$ cat config.mk
export PLATFORM = sky130hd
export DESIGN_NAME = dma_addr_strobe_gen
export DESIGN_NICKNAME = d
export VERILOG_FILES = /design/src/rtl/dma_addr_pkg.sv /design/src/rtl/dma_chan_regs.sv /design/src/rtl/dma_addr_form.sv /design/src/rtl/dma_strobe_dec.sv /design/src/rtl/dma_addr_strobe_gen.sv
export SDC_FILE = /design/constraint.sdc
export NUM_CORES = 2
export LEC_CHECK = 0
export BUFFER_PORTS_ARGS = -buffer_cell sky130_fd_sc_hd__clkbuf_2
export CAP_MARGIN = 10
export CORE_ASPECT_RATIO = 2
export CORE_MARGIN = 2
export CORE_UTILIZATION = 60
export CTS_CLUSTER_DIAMETER = 100
export DETAILED_ROUTE_END_ITERATION = 16
export PLACE_DENSITY = 0.89
export SKIP_CTS_REPAIR_TIMING = 1
export SLEW_MARGIN = 10
export SYNTH_ARGS = -nofsm -noshare
export SYNTH_HDL_FRONTEND = slang
export SYNTH_SLANG_ARGS = --single-unit
$ cat constraint.sdc
create_clock -name clk -period 7.5 [get_ports clk]
set_input_delay 0.75 -clock clk [delete_from_list [all_inputs] [get_ports clk]]
set_output_delay 0.75 -clock clk [all_outputs]
set_load 0.1 [all_outputs]
$ cat src/rtl/dma_addr_pkg.sv
package dma_addr_pkg;
  typedef enum logic [1:0] {
    SEL_BASE_ADDR = 2'd0,
    SEL_BASE_CNT  = 2'd1,
    SEL_PAGE      = 2'd2,
    SEL_MODE      = 2'd3
  } cfg_sel_e;
endpackage

$ cat src/rtl/dma_chan_regs.sv
module dma_chan_regs
  import dma_addr_pkg::*;
#(
  parameter int CNT_W  = 16,
  parameter int PAGE_W = 8
) (
  input  logic              clk,
  input  logic              rst_n,
  input  logic              wr_hit,
  input  logic [1:0]        wr_sel,
  input  logic [CNT_W-1:0]  wr_data,
  input  logic              step_hit,
  output logic [CNT_W-1:0]  cur_addr,
  output logic [PAGE_W-1:0] page,
  output logic              tc_now
);
  logic [CNT_W-1:0]  base_addr_q, base_cnt_q, cur_addr_q, cur_cnt_q;
  logic [CNT_W-1:0]  base_addr_d, base_cnt_d, cur_addr_d, cur_cnt_d;
  logic [PAGE_W-1:0] page_q, page_d;
  logic              dec_q, dec_d, auto_q, auto_d;
  logic              cnt_zero;

  assign cnt_zero = (cur_cnt_q == '0);

  always_comb begin
    base_addr_d = base_addr_q;
    base_cnt_d  = base_cnt_q;
    cur_addr_d  = cur_addr_q;
    cur_cnt_d   = cur_cnt_q;
    page_d      = page_q;
    dec_d       = dec_q;
    auto_d      = auto_q;
    if (wr_hit) begin
      case (cfg_sel_e'(wr_sel))
        SEL_BASE_ADDR: begin base_addr_d = wr_data; cur_addr_d = wr_data; end
        SEL_BASE_CNT:  begin base_cnt_d  = wr_data; cur_cnt_d  = wr_data; end
        SEL_PAGE:      page_d = wr_data[PAGE_W-1:0];
        default:       begin dec_d = wr_data[0]; auto_d = wr_data[1]; end
      endcase
    end else if (step_hit) begin
      if (cnt_zero && auto_q) begin
        cur_addr_d = base_addr_q;
        cur_cnt_d  = base_cnt_q;
      end else begin
        cur_addr_d = dec_q ? cur_addr_q - 1'b1 : cur_addr_q + 1'b1;
        cur_cnt_d  = cur_cnt_q - 1'b1;
      end
    end
  end

  always_ff @(posedge clk or negedge rst_n) begin
    if (!rst_n) begin
      base_addr_q <= '0;
      base_cnt_q  <= '0;
      cur_addr_q  <= '0;
      cur_cnt_q   <= '0;
      page_q      <= '0;
      dec_q       <= 1'b0;
      auto_q      <= 1'b0;
    end else if (wr_hit || step_hit) begin
      base_addr_q <= base_addr_d;
      base_cnt_q  <= base_cnt_d;
      cur_addr_q  <= cur_addr_d;
      cur_cnt_q   <= cur_cnt_d;
      page_q      <= page_d;
      dec_q       <= dec_d;
      auto_q      <= auto_d;
    end
  end

  assign cur_addr = cur_addr_q;
  assign page     = page_q;
  assign tc_now   = step_hit && cnt_zero;
endmodule

$ cat src/rtl/dma_addr_form.sv
module dma_addr_form #(
  parameter int CNT_W  = 16,
  parameter int PAGE_W = 8,
  localparam int ADDR_W = CNT_W + PAGE_W
) (
  input  logic              word_mode,
  input  logic [CNT_W-1:0]  cur_addr,
  input  logic [PAGE_W-1:0] page,
  output logic [ADDR_W-1:0] addr
);
  always_comb begin
    if (word_mode) addr = {page[PAGE_W-1:1], cur_addr, 1'b0};
    else           addr = {page, cur_addr};
  end
endmodule

$ cat src/rtl/dma_strobe_dec.sv
module dma_strobe_dec #(
  parameter int ADDR_W   = 24,
  parameter int EXT_W    = 3,
  parameter int LOW_BITS = 20
) (
  input  logic              dma_cyc,
  input  logic              mem_read,
  input  logic [EXT_W-1:0]  ext_hi,
  input  logic [ADDR_W-1:0] addr,
  output logic              mem_rd,
  output logic              mem_wr,
  output logic              low_rd,
  output logic              low_wr,
  output logic              aen,
  output logic              ale
);
  logic in_main, in_low;
  always_comb begin
    in_main = (ext_hi == '0);
    in_low  = in_main && (addr[ADDR_W-1:LOW_BITS] == '0);
    mem_rd  = dma_cyc && mem_read && in_main;
    mem_wr  = dma_cyc && !mem_read && in_main;
    low_rd  = dma_cyc && mem_read && in_low;
    low_wr  = dma_cyc && !mem_read && in_low;
    aen     = dma_cyc;
    ale     = dma_cyc;
  end
endmodule

$ cat src/rtl/dma_addr_strobe_gen.sv
module dma_addr_strobe_gen #(
  parameter int NUM_CH        = 8,
  parameter int CNT_W         = 16,
  parameter int PAGE_W        = 8,
  parameter int EXT_W         = 3,
  parameter int WORD_CH_FIRST = 4,
  parameter int LOW_BITS      = 20,
  localparam int CH_W   = $clog2(NUM_CH),
  localparam int ADDR_W = CNT_W + PAGE_W
) (
  input  logic              clk,
  input  logic              rst_n,
  input  logic              cfg_we,
  input  logic [CH_W-1:0]   cfg_ch,
  input  logic [1:0]        cfg_sel,
  input  logic [CNT_W-1:0]  cfg_data,
  input  logic              step,
  input  logic [CH_W-1:0]   act_ch,
  input  logic              mem_read,
  input  logic              dma_cyc,
  input  logic [EXT_W-1:0]  ext_hi,
  output logic [ADDR_W-1:0] mem_addr,
  output logic              tc,
  output logic              mem_rd_o,
  output logic              mem_wr_o,
  output logic              low_rd_o,
  output logic              low_wr_o,
  output logic              aen_o,
  output logic              ale_o
);
  localparam logic [CH_W-1:0] WORD_FIRST_C = CH_W'(WORD_CH_FIRST);

  logic [CNT_W-1:0]  ch_cur  [NUM_CH];
  logic [PAGE_W-1:0] ch_page [NUM_CH];
  logic [NUM_CH-1:0] ch_tc;

  for (genvar g = 0; g < NUM_CH; g++) begin : g_ch
    dma_chan_regs #(.CNT_W(CNT_W), .PAGE_W(PAGE_W)) u_regs (
      .clk      (clk),
      .rst_n    (rst_n),
      .wr_hit   (cfg_we && (cfg_ch == CH_W'(g))),
      .wr_sel   (cfg_sel),
      .wr_data  (cfg_data),
      .step_hit (step && (act_ch == CH_W'(g))),
      .cur_addr (ch_cur[g]),
      .page     (ch_page[g]),
      .tc_now   (ch_tc[g])
    );
  end

  logic word_mode;
  assign word_mode = (act_ch >= WORD_FIRST_C);
  assign tc        = ch_tc[act_ch];

  dma_addr_form #(.CNT_W(CNT_W), .PAGE_W(PAGE_W)) u_form (
    .word_mode (word_mode),
    .cur_addr  (ch_cur[act_ch]),
    .page      (ch_page[act_ch]),
    .addr      (mem_addr)
  );

  dma_strobe_dec #(.ADDR_W(ADDR_W), .EXT_W(EXT_W), .LOW_BITS(LOW_BITS)) u_dec (
    .dma_cyc  (dma_cyc),
    .mem_read (mem_read),
    .ext_hi   (ext_hi),
    .addr     (mem_addr),
    .mem_rd   (mem_rd_o),
    .mem_wr   (mem_wr_o),
    .low_rd   (low_rd_o),
    .low_wr   (low_wr_o),
    .aen      (aen_o),
    .ale      (ale_o)
  );
endmodule

== After elaboration in Yosys (flattened, before gate mapping) ==
Cells that the tools add are included.

* Add/sub/neg operators: 24
* Order comparisons: 3
* Eq/ne operators: 32
* Multiplexer cells: 67
* Bitwise logic cells: 2
* Reductions and logical operators: 118

{| class="wikitable"
|+ Operators by type and width
! cell !! count
|-
| 2-to-1 mux 16 bit || 60
|-
| subtractor 16 x 1 -> 16 bit, second input constant || 16
|-
| AND reduction 3 bit || 48
|-
| adder 16 x 1 -> 16 bit, second input constant || 8
|-
| zero test 16 bit || 8
|-
| binary-select mux 16 bit (select 3 bit) || 1
|-
| logical AND 1 bit || 39
|-
| inequality test 2 bit, second input constant || 16
|-
| binary-select mux 8 bit (select 3 bit) || 1
|-
| == test 3 bit, second input constant || 8
|-
| 2-to-1 mux 17 bit || 1
|-
| 2-to-1 mux 8 bit || 2
|-
| nonzero test 2 bit || 8
|-
| == test 3 x 2 -> 1 bit, second input constant || 4
|-
| zero test 3 bit || 3
|-
| logical OR 1 bit || 8
|-
| == test 3 x 1 -> 1 bit, second input constant || 2
|-
| >= comparator 4 bit, second input constant || 1
|-
| zero test 4 bit || 1
|-
| < comparator 3 x 4 -> 1 bit, second input constant || 1
|-
| NOT 3 -> 4 bit || 1
|-
| binary-select mux 1 bit (select 3 bit) || 1
|-
| >= comparator 3 bit, second input constant || 1
|-
| OR reduction 3 bit || 1
|-
| 6 further kinds || 6
|}

* Register bits after elaboration: 592
* Bits of input ports: 33
* Output and inout port bits: 31
* Word-level logic and storage cells: 302

== Longest topological paths before layout ==
* Word-level depth: 7
* Gate-level depth with buffers: 11

== By module ==
From an unflattened synthesis, not the netlist that was laid out.

* Cell total of the unflattened synthesis: 3,928
* Area, all modules: 36,844.1 um^2

{| class="wikitable"
|+ Modules (own cells, without submodules)
! module !! times used !! cells each !! area each (um^2) !! sequential area each (um^2)
|-
| dma_chan_regs (g_ch[0].u_regs ...) || 4 || 447 || 4,290.4 || 1,851.8
|-
| dma_chan_regs (g_ch[5].u_regs ...) || 2 || 477 || 4,399.2 || 1,851.8
|-
| dma_chan_regs (g_ch[2].u_regs) || 1 || 469 || 4,391.7 || 1,851.8
|-
| dma_chan_regs (g_ch[7].u_regs) || 1 || 476 || 4,369.2 || 1,851.8
|-
| dma_addr_strobe_gen || 1 || 206 || 1,759.2 || 0.0
|-
| dma_addr_form || 1 || 26 || 306.5 || 0.0
|-
| dma_strobe_dec || 1 || 9 || 57.6 || 0.0
|}

== Worst setup path after synthesis ==
No wires, ideal clock.

* Path type: input-to-output
* From: input act_ch[1]
* To: output tc
* Data arrival time: 4,139 ps
* Path slack: 2,611 ps
* Stages on the path: 7
* Cells stage by stage: clkbuf_1 -> clkbuf_1 -> buf_1 -> nand2_1 -> o41ai_1 -> a22oi_1 -> o21ai_0

* Longest elaborated chain between the ends: 5
* Elaborated cells between the ends (all ways): 26

{| class="wikitable"
|+ RTL lines
! item !! RTL line !! source
|-
| start, declared || dma_addr_strobe_gen.sv:18 || <nowiki>input logic [CH_W-1:0] act_ch,</nowiki>
|-
| == test 3 x 1 -> 1 bit, or another cell as far along || dma_addr_strobe_gen.sv:44 || <nowiki>.step_hit (step && (act_ch == CH_W'(g))),</nowiki>
|-
| logical AND 1 bit || dma_addr_strobe_gen.sv:44 ||
|-
| logical AND 1 bit || dma_chan_regs.sv:73 || <nowiki>assign tc_now = step_hit && cnt_zero;</nowiki>
|-
| binary-select mux 1 bit (select 3 bit) * || dma_addr_strobe_gen.sv:53 || <nowiki>assign tc = ch_tc[act_ch];</nowiki>
|-
| 2-to-1 mux 1 bit (implied by the code) * || dma_addr_strobe_gen.sv:53 ||
|-
| end, declared || dma_addr_strobe_gen.sv:23 || <nowiki>output logic tc,</nowiki>
|}

Mark *: on every way between the ends. The rest lies on a longest branch, timed or not. The select of a mux whose other input is x is not followed.

== Worst setup path after layout ==
* From: register g_ch[7].u_regs.cur_cnt_q[6]
* To: output tc

* Longest elaborated chain between the ends: 4

{| class="wikitable"
|+ RTL lines
! item !! RTL line !! source
|-
| start, declared || dma_chan_regs.sv:17 || <nowiki>logic [CNT_W-1:0] base_addr_q, base_cnt_q, cur_addr_q, cur_cnt_q;</nowiki>
|-
| start signal, assigned || dma_chan_regs.sv:64 || <nowiki>cur_cnt_q <= cur_cnt_d;</nowiki>
|-
| zero test 16 bit || dma_chan_regs.sv:23 || <nowiki>assign cnt_zero = (cur_cnt_q == '0);</nowiki>
|-
| logical AND 1 bit || dma_chan_regs.sv:73 ||
|-
| binary-select mux 1 bit (select 3 bit) || dma_addr_strobe_gen.sv:53 ||
|-
| 2-to-1 mux 1 bit (implied by the code) || dma_addr_strobe_gen.sv:53 ||
|}

No other way between the ends. The select of a mux whose other input is x is not followed.

==> impl_metrics.csv <==
group,metric,value,unit
run_status,status,"finished clean",
worst_setup_path,critPathCaptureType,"output pin",
worst_setup_path,r2r-start,"g_ch[2].u_regs.cur_cnt_q[6]",
sta,layout_setup_ws,2.51,ns
floorplan,dieArea,0.0613,mm²
worst_setup_path,cp-endpoint,"tc",
clock_network,cts_tree,"yes",
placement,place_worst_setup_slack,3.17,ns
routing,dr_total_vias,31400,
finish,final_area,0.0382,mm²
clock_network,root_buffer,"clkbuf_16",
global_routing,grt-ovfl-total,0,
power_and_ir_drop,powerDensity,367,mW/mm²
synthesis,synth_ff_type,"dfrtp_1",
finish,areaGrowthSynthToFinish,7.32,%
synthesis,synth_cells,3879,
routing,routed_wl,115,mm
power_and_ir_drop,switching_share,0.418,
placement,routabilityCongestion,1.04,
sta,max_freq,200,MHz
worst_setup_path,crit_type,"reg2out",
worst_setup_path,regToRegSetupSlack,3.65,ns
routing,drc,0,
synthesis,synthTopCellsByArea,"dfrtp_1 (41%), mux2_2 (8.4%), nand2_1 (6.8%)",
sta,final_max_slew_viol_count,0,
worst_setup_path,path_cells,"or3_1 > or3_1 > nor2_1 > mux2_2 > nand2_1 > o41ai_1 > a22oi_1 > o21ai_0 > clkbuf_2",
clock_network,htreeDepth,2,
run,cap_viol_max_count,0,
clock_network,clock_latency,0.64,ns
worst_setup_path,cp_data_required_time,6.75,ns
synthesis,yosys.cell_types.count,88,
sta,timing.hold.ws,0.0494,ns
sta,clock_skew,0.0261,ns
synthesis,syn_nets,4048,
power_and_ir_drop,p_comb_frac,0.422,
floorplan,die_y,348,µm
synthesis,synth_edf_count,0,
global_routing,grt_max_degree,166,
synthesis,synth_seq_cells,588,
finish,final_nets,3980,
sta,layout_min_cycle_time,4.99,ns
global_routing,grt_pass1_wl,178,mm
synthesis,ys_async_sr_fraction,1.00,
synthesis,synth.top_cell.area_share,0.414,
placement,dpl_cell_area,0.0364,mm²
sta,slew-limit-headroom,0.210,
worst_setup_path,crit_path_top_delay_cell,"o21ai_0",
worst_setup_path,cpMostUsedCell,"or3_1",
synthesis,synth.largest_area_cell,"dfrtp_1",
routing,drt-pass1-iter-count,8,
power_and_ir_drop,power,14.0,mW
synthesis,syn_area,0.0356,mm²
sta,rsz0062_at_grt,"false",
worst_hold_path,hold_class,"in2async",
floorplan,start_util,0.605,
floorplan,die_x,176,µm
routing,drt_iter0_drc,3435,
clock_network,numCtsBuffers,52,
global_routing,grt_util_all_layers,0.380,
worst_setup_path,path_delay_family,"simple AND/OR/NAND/NOR gates",
global_routing,antenna_found_initial,10,
placement,dp_hpwl,73.9,mm
worst_setup_path,cp.depth,9,
worst_setup_path,startpoint_type,"flop",
placement,portBuffers,63,
clock_network,clk_transition_reported_paths,0.07,ns
synthesis,avgSynthCellArea,9.17,µm²
worst_setup_path,rr_endpoint,"g_ch[2].u_regs.cur_addr[12]",
power_and_ir_drop,p_clk_frac,0.200,
sta,finalCritPeriodShare,0.666,
sta,tightest_slew,1.19,ns
floorplan,core,0.0588,mm²
floorplan,rows,126,
routing,wire_per_inst,24.9,µm
synthesis,ys.warnings.count,0,
clock_network,cts_sinks,588,
power_and_ir_drop,seq_power_share,0.378,
worst_setup_path,critPathMaxStageDelay,0.57,ns
power_and_ir_drop,power.leakage,16.8,nW
sta,tns,0,ns
synthesis,seq_area_frac_synth,0.414,
power_and_ir_drop,internal_power,8.16,mW
power_and_ir_drop,p_sw,5.85,mW
routing,drtAntennaViolNets,0,
worst_setup_path,arrival,4.24,ns
synthesis,yosysMostFrequentCell,"nand2_1",
worst_setup_path,crit_buf_inv,1,
routing,routed_via_density,6.79,
worst_setup_path,cp-startpoint,"g_ch[7].u_regs.cur_cnt_q[6]",
synthesis,synthTopCellsByCount,"nand2_1 (646), dfrtp_1 (588), nor2_1 (342), a21oi_1 (284), mux2_2 (265)",
sta,finalHoldViolCount,0,
clock_network,clk_path_buf_depth,3,
global_routing,grt_pass1_vias,32000,
worst_setup_path,path_max_fanout,5,
floorplan,boundaryPins,64,
finish,layout-drive-gt1-share,0.151,
sta,setup_viol,0,
power_and_ir_drop,vdd_drop_max,0.280,mV
worst_setup_path,r2r_cells,8,
finish,fill_cells,4426,
==> power by group through the flow <==
stage	Combinational (mW)	Sequential, mW	Clock [mW]
2_1_floorplan	4.63	4.75	0
3_3_place_gp	5.49	5.18	0
3_5_place_dp	5.70	5.23	0
4_1_cts	5.79	5.19	2.80
5_1_grt	6.49	5.37	2.91
6_report	5.92	5.30	2.80
==> layout by cell type (no fill, tap or decap), drive strengths merged, types with 9 or more instances in the layout <==
cell and count:
nor3 99, nand2b 15, a21o 31, o21a 14, ha 128, mux2 265, nor2b 17, a31oi 61
nor3b 11, mux2i 16, o31ai 14, a211oi 91, a21oi 284, buf 71, inv 54, nor4 27
o21bai 17, or3 35, mux4 47, clkinv 15, or4 10, a311oi 9, nand3 55, nand2 646
o21ai 279, and3 24, xor2 73, o22ai 22, xnor2 121, clkbuf 132, o211ai 91, and2 11
dfrtp 588, nand4 14, nor2 343
==> sequential cells by signal, indices dropped and copies added, names as in the netlist <==
name and cells:
g_ch.u_regs.base_addr_q 128, g_ch.u_regs.base_cnt_q 128, g_ch.u_regs.auto_q 8, g_ch.u_regs.cur_cnt_q 128
g_ch.u_regs.cur_addr 128, g_ch.u_regs.page 60, g_ch.u_regs.dec_q 8
==> stage by stage <==
step | instances | util
finish | 4625 | 0.649
global route | 4620 | 0.649
CTS | 4619 | 0.649
detailed placement | 4525 | 0.619
global placement | 4525 | 0.619
floorplan | 3879 | -
==> logic make-up (layout without fill, tap and decap cells) <==
kind of cell,Yosys count,after routing,share of synthesized area
buffers and inverters,306,278,0.0344
AND/OR/NAND/NOR,1336,1336,0.165
flip-flops,588,588,0.414
AO/OA/AOI/OAI,991,991,0.171
other,0,6,0
adder cells (fa/ha/maj),136,136,0.0495
multiplexers,328,328,0.118
XOR/XNOR,194,194,0.0478
==> layout make-up <==
class	instances	area, µm²	area share
antenna	6	15.0	0.000393
clock buffer	71	1530	0.0400
clock inverter	23	216	0.00567
inverter	52	195	0.00511
multi-input combinational	2985	19700	0.515
sequential	588	14700	0.386
tap	768	961	0.0252
timing repair buffer	132	871	0.0228
==> how the worst min path moves through the flow <==
stage	to	slack, ns	depth (start not counted)
after floorplan	g_ch[7].u_regs.base_addr_q[14]	0.44	2
after global placement	g_ch[7].u_regs.base_addr_q[14]	0.45	2
after detailed placement	g_ch[1].u_regs.base_cnt_q[5]	0.46	2
after CTS	g_ch[6].u_regs.base_cnt_q[9]	0.07	1
after global routing	g_ch[6].u_regs.base_cnt_q[9]	0.09	1
final	g_ch[6].u_regs.base_cnt_q[9]	0.05	1
==> layer usage <==
metal	GRT usage	vias up	wire (µm)	part of all wire
met3	0.0943	727	11500	0.099
met2	0.624	1862	55300	0.48
met1	0.405	15100	37100	0.32
met5	0	-	57	0.00049
li1	-	13700	-	-
met4	0.326	8	11400	0.099
(Power assumes the default switching activity.)
